--- src/rtl/brg_pkg.sv ---
package brg_pkg;
  typedef enum logic [1:0] {
    SRC_SYS = 2'd0,
    SRC_PRE = 2'd1,
    SRC_RSV = 2'd2,
    SRC_EXT = 2'd3
  } srcSel_e;

  // strobes from control to datapath
  typedef struct packed {
    logic srcTick;   // one selected-source tick
    logic restart;   // configuration changed this cycle
  } brgStrobe_t;
endpackage

--- src/rtl/brg_ctrl.sv ---
module brg_ctrl
  import brg_pkg::*;
#(
  parameter int DIV_W       = 16,
  parameter int PRE_DIV     = 8,
  parameter int SYNC_STAGES = 2
) (
  input  logic             clk,
  input  logic             rstN,
  input  logic [1:0]       srcSel,
  input  logic [DIV_W-1:0] divisor,
  input  logic             overSel,
  input  logic             syncMode,
  input  logic             extClk,
  output brgStrobe_t       strobe
);
  localparam int PRE_W = (PRE_DIV > 1) ? $clog2(PRE_DIV) : 1;
  localparam int CFG_W = 2 + DIV_W + 2;
  localparam logic [PRE_W-1:0] PRE_LAST = PRE_W'(PRE_DIV - 1);

  logic [CFG_W-1:0]       cfgNow;
  logic [CFG_W-1:0]       cfgQ;
  logic                   restart;
  logic [SYNC_STAGES-1:0] syncQ;
  logic                   extLast;
  logic                   extRise;
  logic [PRE_W-1:0]       preCnt;
  logic                   preTick;
  logic                   rawTick;

  assign cfgNow  = {srcSel, divisor, overSel, syncMode};
  assign restart = (cfgNow != cfgQ);

  always_ff @(posedge clk) begin
    if (!rstN) cfgQ <= '0;
    else       cfgQ <= cfgNow;
  end

  // external pin synchroniser and rising-edge detect
  always_ff @(posedge clk) begin
    if (!rstN) begin
      syncQ   <= '0;
      extLast <= 1'b0;
    end else begin
      syncQ   <= {syncQ[SYNC_STAGES-2:0], extClk};
      extLast <= syncQ[SYNC_STAGES-1];
    end
  end
  assign extRise = syncQ[SYNC_STAGES-1] & ~extLast;

  // fixed prescaler
  always_ff @(posedge clk) begin
    if (!rstN || restart) preCnt <= '0;
    else if (srcSel_e'(srcSel) == SRC_PRE)
      preCnt <= (preCnt == PRE_LAST) ? '0 : preCnt + 1'b1;
  end
  assign preTick = (preCnt == PRE_LAST);

  always_comb begin
    case (srcSel_e'(srcSel))
      SRC_SYS: rawTick = 1'b1;
      SRC_PRE: rawTick = preTick;
      SRC_EXT: rawTick = extRise;
      default: rawTick = 1'b0;
    endcase
  end

  assign strobe.restart = restart;
  assign strobe.srcTick = rawTick & ~restart;


  rsv_src_quiet_chk: assert property (@(posedge clk) disable iff (!rstN)
    (srcSel == 2'd2) |-> !strobe.srcTick);


  pre_spacing_chk: assert property (@(posedge clk) disable iff (!rstN)
    (srcSel == 2'd1 && strobe.srcTick) |=> !strobe.srcTick);


  ext_single_tick_chk: assert property (@(posedge clk) disable iff (!rstN)
    (srcSel == 2'd3 && strobe.srcTick) |=> !strobe.srcTick);
endmodule

--- src/rtl/brg_datapath.sv ---
module brg_datapath
  import brg_pkg::*;
#(
  parameter int DIV_W  = 16,
  parameter int OVS_HI = 16,
  parameter int OVS_LO = 8
) (
  input  logic             clk,
  input  logic             rstN,
  input  brgStrobe_t       strobe,
  input  logic [DIV_W-1:0] divisor,
  input  logic             overSel,
  input  logic             syncMode,
  output logic             sampleEn,
  output logic             baudEn
);
  localparam int OVS_W = $clog2(OVS_HI);
  localparam logic [OVS_W-1:0] TOP_HI = OVS_W'(OVS_HI - 1);
  localparam logic [OVS_W-1:0] TOP_LO = OVS_W'(OVS_LO - 1);

  logic [DIV_W-1:0] divCnt;
  logic [DIV_W-1:0] divLast;
  logic             divStop;
  logic             bypass;
  logic             sampleTick;
  logic [OVS_W-1:0] sampCnt;
  logic [OVS_W-1:0] sampTop;
  logic             baudTick;

  assign divLast = divisor - DIV_W'(1);
  assign divStop = (divisor == '0);
  assign bypass  = (divisor == DIV_W'(1));
  assign sampTop = overSel ? TOP_LO : TOP_HI;

  always_comb begin
    sampleTick = 1'b0;
    if (!divStop && strobe.srcTick)
      sampleTick = bypass || (divCnt == divLast);
  end

  always_ff @(posedge clk) begin
    if (!rstN || strobe.restart) divCnt <= '0;
    else if (strobe.srcTick && !divStop && !bypass)
      divCnt <= (divCnt == divLast) ? '0 : divCnt + 1'b1;
  end

  always_ff @(posedge clk) begin
    if (!rstN || strobe.restart) sampCnt <= '0;
    else if (sampleTick && !syncMode)
      sampCnt <= (sampCnt == sampTop) ? '0 : sampCnt + 1'b1;
  end

  assign baudTick = sampleTick && (syncMode || sampCnt == sampTop);

  always_ff @(posedge clk) begin
    if (!rstN) begin
      sampleEn <= 1'b0;
      baudEn   <= 1'b0;
    end else begin
      sampleEn <= sampleTick;
      baudEn   <= baudTick;
    end
  end


  stop_quiet_chk: assert property (@(posedge clk) disable iff (!rstN)
    (divisor == '0) |=> (!sampleEn && !baudEn));


  baud_on_sample_chk: assert property (@(posedge clk) disable iff (!rstN)
    baudEn |-> sampleEn);


  sync_baud_chk: assert property (@(posedge clk) disable iff (!rstN)
    syncMode |=> (baudEn == sampleEn));


  restart_quiet_chk: assert property (@(posedge clk) disable iff (!rstN)
    strobe.restart |=> (!sampleEn && !baudEn));


  no_overflow_chk: assert property (@(posedge clk) disable iff (!rstN)
    !strobe.restart |-> (sampCnt <= sampTop));


  div_range_chk: assert property (@(posedge clk) disable iff (!rstN)
    (!strobe.restart && divisor > DIV_W'(1)) |-> (divCnt < divisor));
endmodule

--- src/rtl/brg_top.sv ---
module brg_top
  import brg_pkg::*;
#(
  parameter int DIV_W       = 16,
  parameter int PRE_DIV     = 8,
  parameter int SYNC_STAGES = 2,
  parameter int OVS_HI      = 16,
  parameter int OVS_LO      = 8
) (
  input  logic             clk,
  input  logic             rstN,
  input  logic [1:0]       srcSel,
  input  logic [DIV_W-1:0] divisor,
  input  logic             overSel,
  input  logic             syncMode,
  input  logic             extClk,
  output logic             sampleEn,
  output logic             baudEn
);
  brgStrobe_t strobe;

  brg_ctrl #(
    .DIV_W(DIV_W), .PRE_DIV(PRE_DIV), .SYNC_STAGES(SYNC_STAGES)
  ) ctrl_i (
    .clk(clk), .rstN(rstN), .srcSel(srcSel), .divisor(divisor),
    .overSel(overSel), .syncMode(syncMode), .extClk(extClk),
    .strobe(strobe)
  );

  brg_datapath #(
    .DIV_W(DIV_W), .OVS_HI(OVS_HI), .OVS_LO(OVS_LO)
  ) dp_i (
    .clk(clk), .rstN(rstN), .strobe(strobe), .divisor(divisor),
    .overSel(overSel), .syncMode(syncMode),
    .sampleEn(sampleEn), .baudEn(baudEn)
  );


  reset_quiet_chk: assert property (@(posedge clk)
    !rstN |=> (!sampleEn && !baudEn));
endmodule

--- config.mk ---
export PLATFORM = sky130hd
export DESIGN_NAME = brg_top
export DESIGN_NICKNAME = d
export VERILOG_FILES = /design/src/rtl/brg_pkg.sv /design/src/rtl/brg_ctrl.sv /design/src/rtl/brg_datapath.sv /design/src/rtl/brg_top.sv
export SDC_FILE = /design/constraint.sdc
export NUM_CORES = 1
export LEC_CHECK = 0
export BUFFER_PORTS_ARGS = -buffer_cell sky130_fd_sc_hd__buf_2
export CAP_MARGIN = 10
export CORE_AREA = 2 2 94 60
export DETAILED_ROUTE_END_ITERATION = 7
export DIE_AREA = 0 0 96 62
export MAX_ROUTING_LAYER = met4
export PLACE_DENSITY = 0.74
export SYNTH_ARGS = -nofsm -noshare
export SYNTH_HDL_FRONTEND = slang
export SYNTH_SLANG_ARGS = --single-unit
--- constraint.sdc ---
create_clock -name clk -period 2.59 [get_ports clk]
set_input_delay 0.1295 -clock clk [delete_from_list [all_inputs] [get_ports clk]]
set_output_delay 0.1295 -clock clk [all_outputs]
set_load 0.01 [all_outputs]
== Word level (Yosys, flattened, before mapping) ==
Index checks and enable logic that the tools add are counted.
Storage, ports and cells
  output and inout bits: 2
  register bits after elaboration: 48
  input bits: 23
Cells by class
  muxes and demuxes: 6
  reductions and logical operators: 13
  $add $sub $neg: 4
  eq/ne operators: 7
  bitwise logic cells: 4
Operators by type and width (count)
  20-bit != test: 1
  16-bit by 1-bit adder with 16-bit output (second input constant): 1
  16-bit by 1-bit == test with 1-bit output (second input constant): 1
  16-bit == test: 1
  16-bit logical NOT: 1
  16-bit 2-to-1 mux: 1
  16-bit by 1-bit subtractor with 16-bit output (second input constant): 1
  4-bit 2-to-1 mux: 2
  4-bit by 1-bit adder with 4-bit output (second input constant): 1
  4-bit == test: 1
  1-bit logical AND: 4
  1-bit logical NOT: 4
  3-bit by 1-bit adder with 3-bit output (second input constant): 1
  3-bit == test (second input constant): 1
  1-bit logical OR: 3
  3-bit 2-to-1 mux: 1
  1-bit case mux with 3 select lines: 1
  1-bit AND: 2
  2-bit by 1-bit == test with 1-bit output (second input constant): 1
  2-bit == test (second input constant): 1
  2-bit logical NOT: 1
  1-bit inverter: 2
  1-bit 2-to-1 mux: 1

== Longest topological paths before layout ==
  word-level depth: 7
  mapped depth: 12
  gate-level depth less buffers: 10

== Modules after synthesis ==
Synthesis repeated with hierarchy kept, for this count alone.
Unflattened totals
  cell total of the unflattened synthesis: 307
  area total of the unflattened synthesis: 2831.5 µm²
Modules (own cells, without submodules)
  brg_datapath: area an instance 1765.4 µm², cells an instance 214, times used 1, sequential area each 440.4 µm²
  brg_ctrl: area an instance 1066.0 µm², cells an instance 93, times used 1, sequential area each 520.5 µm²

== Least setup slack after synthesis ==
OpenSTA, ideal clock, no wires.
  kind: input-to-reg
  start point: input port divisor[0]
  end point: register dp_i.divCnt[6]
  arrival time: 2425 ps
  cell stages on the path: 11
  setup time: 116 ps
  path buffers: 2
  setup slack: 49 ps
  cells stage by stage: clkbuf_1 > inv_1 > ha_1 > or3b_4 > or4_4 > nor3_2 > o221ai_2 > nor4_4 > a31o_2 > buf_4 > nor2_1
On the way
  word-level cells in the longest chain between the ends: 5
  elaborated cells between the ends (all ways): 13
  those cells by class: add/sub (1); eq/ne (3); mux (1); bitwise (2); reduce/logical (6)
RTL lines
  start: declaration: RTL line brg_top.sv:13  | input logic [DIV_W-1:0] divisor,
  branches (longest 5 deep; another with 16-bit by 1-bit subtractor with 16-bit output)
  end signal: assignment: RTL line brg_datapath.sv:44  | divCnt <= (divCnt == divLast) ? '0 : divCnt + 1'b1;
  end: declaration: RTL line brg_datapath.sv:21  | logic [DIV_W-1:0] divCnt;
Parallel ways; which one is timed is not known.
A chain may end at the register's enable or synchronous reset.

== Worst setup path after layout ==
  start point: input port divisor[1]
  end point: register dp_i.sampCnt[1]
On the way
  word-level cells in the longest chain between the ends: 6
  elaborated cells between the ends (all ways): 13
  those cells by class: add/sub (1); eq/ne (3); mux (1); bitwise (2); reduce/logical (6)
RTL lines
  branches (longest 6 deep; another with 16-bit by 1-bit subtractor with 16-bit output)
  end signal: assignment: RTL line brg_datapath.sv:50  | sampCnt <= (sampCnt == sampTop) ? '0 : sampCnt + 1'b1;
  end: declaration: RTL line brg_datapath.sv:26  | logic [OVS_W-1:0] sampCnt;
Parallel ways; which one is timed is not known.

==> results.cfg <==
[finish]
area_delta_synth_final_pct = 17.08
ff_latch_area_um2 = 960.9
diodes = 0
drive_gt1_share_pct = 19.35
multi_input_area_um2 = 1549
fillers = 478
layout.nets = 365
final_util_pct = 58.39

[synthesis]
avgSynthCellArea_um2 = 8.779
ys_types = 49
yosysWarnings = 0
syn-cell-area_um2 = 2608
syn_nets = 326
synth-main-ff-cell = dfxtp_1
ys_seq_area_share_pct = 36.85
synth-edff-count = 0
synthArstFlopShare_pct = 0
syn_inst = 297
ys_ff_latch = 48

[cts]
cts_made_buffers = 5
cts_buffer_depth = 2
cts.hold.buffers_added = 0
cts_resized = 0
post-cts-setup-buffers = 0
clock-sinks = 48
cts_tree = done
cts-htree-levels = 2
insertion_delay_ps = 300
clk_pin_slew_ps = 90
cts_root_buf = clkbuf_8

[placed_design]
port-buffer-count = 24
dp_hpwl_um = 4664
place.gp.congestion = 0.8813

[sta]
slew_headroom_pct = 60.27
max_freq_mhz = 416.2
drv_slew = 0
worstMarginPinSlew_ps = 590.4
min_period_ps = 2403
rsz0062_at_grt = no
finalSetupViolCount = 0
timing.final.crit_share_pct = 92.76
finalHoldViolations = 0
holdWs_ps = 32.29
finClkSkew_ps = 8.055

[routing]
num_vias = 2224
wl_um = 6098
drt_pass1_iterations = 5
drtIter0Drc = 201
via_per_inst = 5.491
post_drt_wl_per_cell_um = 15.06
remaining_drc_errors = 0
ant_nets = 0

[pwr]
power_density_nw_per_um2 = 507.5
switching_share_pct = 22.12
peakVddDrop_uv = 290.7
p_clk_share_pct = 40.5
power_switching_uw = 342.7
intPower_uw = 1207
p_seq_share_pct = 49.2
combPwrFrac_pct = 10.3
p_leak_uw = 0.001177

[hold_path]
hold_class = in2reg
hp-start = extClk

[floorplan]
io_pins = 25
num_rows = 21
die_x_um = 96
die_area_um2 = 5952
start_util_pct = 49.87
die_y_um = 62
core_area_um2 = 5229

[global_routing]
overflow = 0
grt_pass1_wl_um = 9749
track_usage_pct = 22.78
antenna_found_initial = 0
grt_pass1_vias = 1966
grt_max_degree = 26

[setup_path]
path_cells = buf_2, inv_1, ha_1, or3b_4, or4_4, nor3_2, o221ai_2, nor4_4, a21boi_1, o41ai_1, a21oi_1
critPathCaptureType = flip-flop
crit_required_ps = 2770
reg2reg_from = ctrl_i.cfgQ[17]$_SDFF_PN0_
slowest_delay_ps = 450
arrival_ps = 2580
crit_type = in2reg
worst_setup_path_start_kind = input pin
crit_slowest_cell = or4_4
cp_max_fo = 3
cp-startpoint = divisor[1]

[job]
drv_cap = 0

[run_status]
status = finished clean
[path summary, 6_finish.rpt]
check,to,slack [ps],depth (start not counted)
hold reg to reg,ctrl_i.syncQ[1]$_SDFF_PN0_,440,1
setup reg to reg,dp_i.divCnt[11]$_SDFFE_PP0P_,260,10
setup / recovery,dp_i.sampCnt[1]$_SDFFE_PP0P_,190,11
hold / removal,ctrl_i.syncQ[0]$_SDFF_PN0_,30,2
[metal layers]
metal  GRT usage [%]  wire length, um  up-vias
li1                -                -     1098
met1           32.62             3114     1029
met2           31.15             2401       86
met3           6.152              493       11
met4           6.531               88        0
met5               -                0        -
[per-stage QoR]
step	instances	worst slack, ps	cell area, um2	total power, uW	TNS [ps]
floorplan	297	49.40	2608	874.3	0
global placement	398	62.11	2924	933.0	0
detailed placement	398	-54.94	2924	936.7	-107.4
CTS	405	206.0	3053	1563	0
global route	405	69.52	3053	1607	0
finish	405	187.5	3053	1549	0
[cells by family (layout without fill, tap and decap cells)]
| group | count (synthesis) | in the layout | synth area share (%) |
|---|---|---|---|
| AOI/OAI and AO/OA | 33 | 33 | 8.974 |
| muxes | 4 | 4 | 1.584 |
| DFF | 48 | 48 | 36.85 |
| and+or+nand+nor | 132 | 132 | 28.50 |
| buffers and inverters | 22 | 61 | 3.743 |
| adders and majority gates | 6 | 6 | 2.879 |
| xor gates and xnor gates | 52 | 52 | 17.47 |
[cell usage after synthesis, types with 5 or more instances]
master	number	area, um2
dfxtp_1	48	960.9
xor2_1	29	254.0
nor2_1	27	101.4
and2_1	26	162.7
xnor2_1	23	201.4
nand2_1	15	56.30
a21oi_1	12	60.06
nand3_1	11	55.05
nand4_1	11	68.82
nor4_1	10	62.56
clkbuf_1	9	33.78
inv_1	8	30.03
nor3_1	8	40.04
ha_1	6	75.07
o21ai_0	5	25.02
[cell usage in the layout, fill, tap and decap left out, types with 3 or more instances in the layout]
master    instances
dfxtp_1          48
xor2_1           29
nor2_1           27
and2_1           26
buf_2            24
xnor2_1          23
buf_4            21
nand2_1          15
a21oi_1          12
nand3_1          11
nand4_1          11
nor4_1           10
inv_1             8
nor3_1            8
ha_1              6
o21ai_0           5
clkbuf_8          5
nor2b_1           4
and3_1            4
or3_1             4
mux2i_1           3
[worst max-delay path: cells and delay by family]
family | cells | cell delay (ps)
adder cells (fa/ha/maj) | 1 | 160
AO/OA/AOI/OAI | 4 | 730
buffers and inverters | 2 | 170
AND/OR/NAND/NOR | 4 | 1380
[power by group through the flow]
stage                     logic, uW  registers (uW)  clock network [uW]
after floorplan                95.0             779                   0
after detailed placement        156             781                   0
final                           159             763                 627
after global routing            175             765                 667
after global placement          153             780                   0
after CTS                       158             763                 642
[state kept, by name, summed over array words and instances, names as in the netlist]
name            flops
ctrl_i.extLast      1
dp_i.baudEn         1
dp_i.sampleEn       1
ctrl_i.syncQ        2
dp_i.sampCnt        4
dp_i.divCnt        16
ctrl_i.preCnt       3
ctrl_i.cfgQ        20
[final cells by class]
cell class / instances / share of cell area, %
tap: 69 / 2.828
multi-input combinational: 227 / 50.74
timing repair buffer: 46 / 9.754
sequential: 48 / 31.48
clock buffer: 5 / 2.254
clock inverter: 2 / 1.967
inverter: 8 / 0.9836
Note: power is estimated with default switching activity, not from simulation.
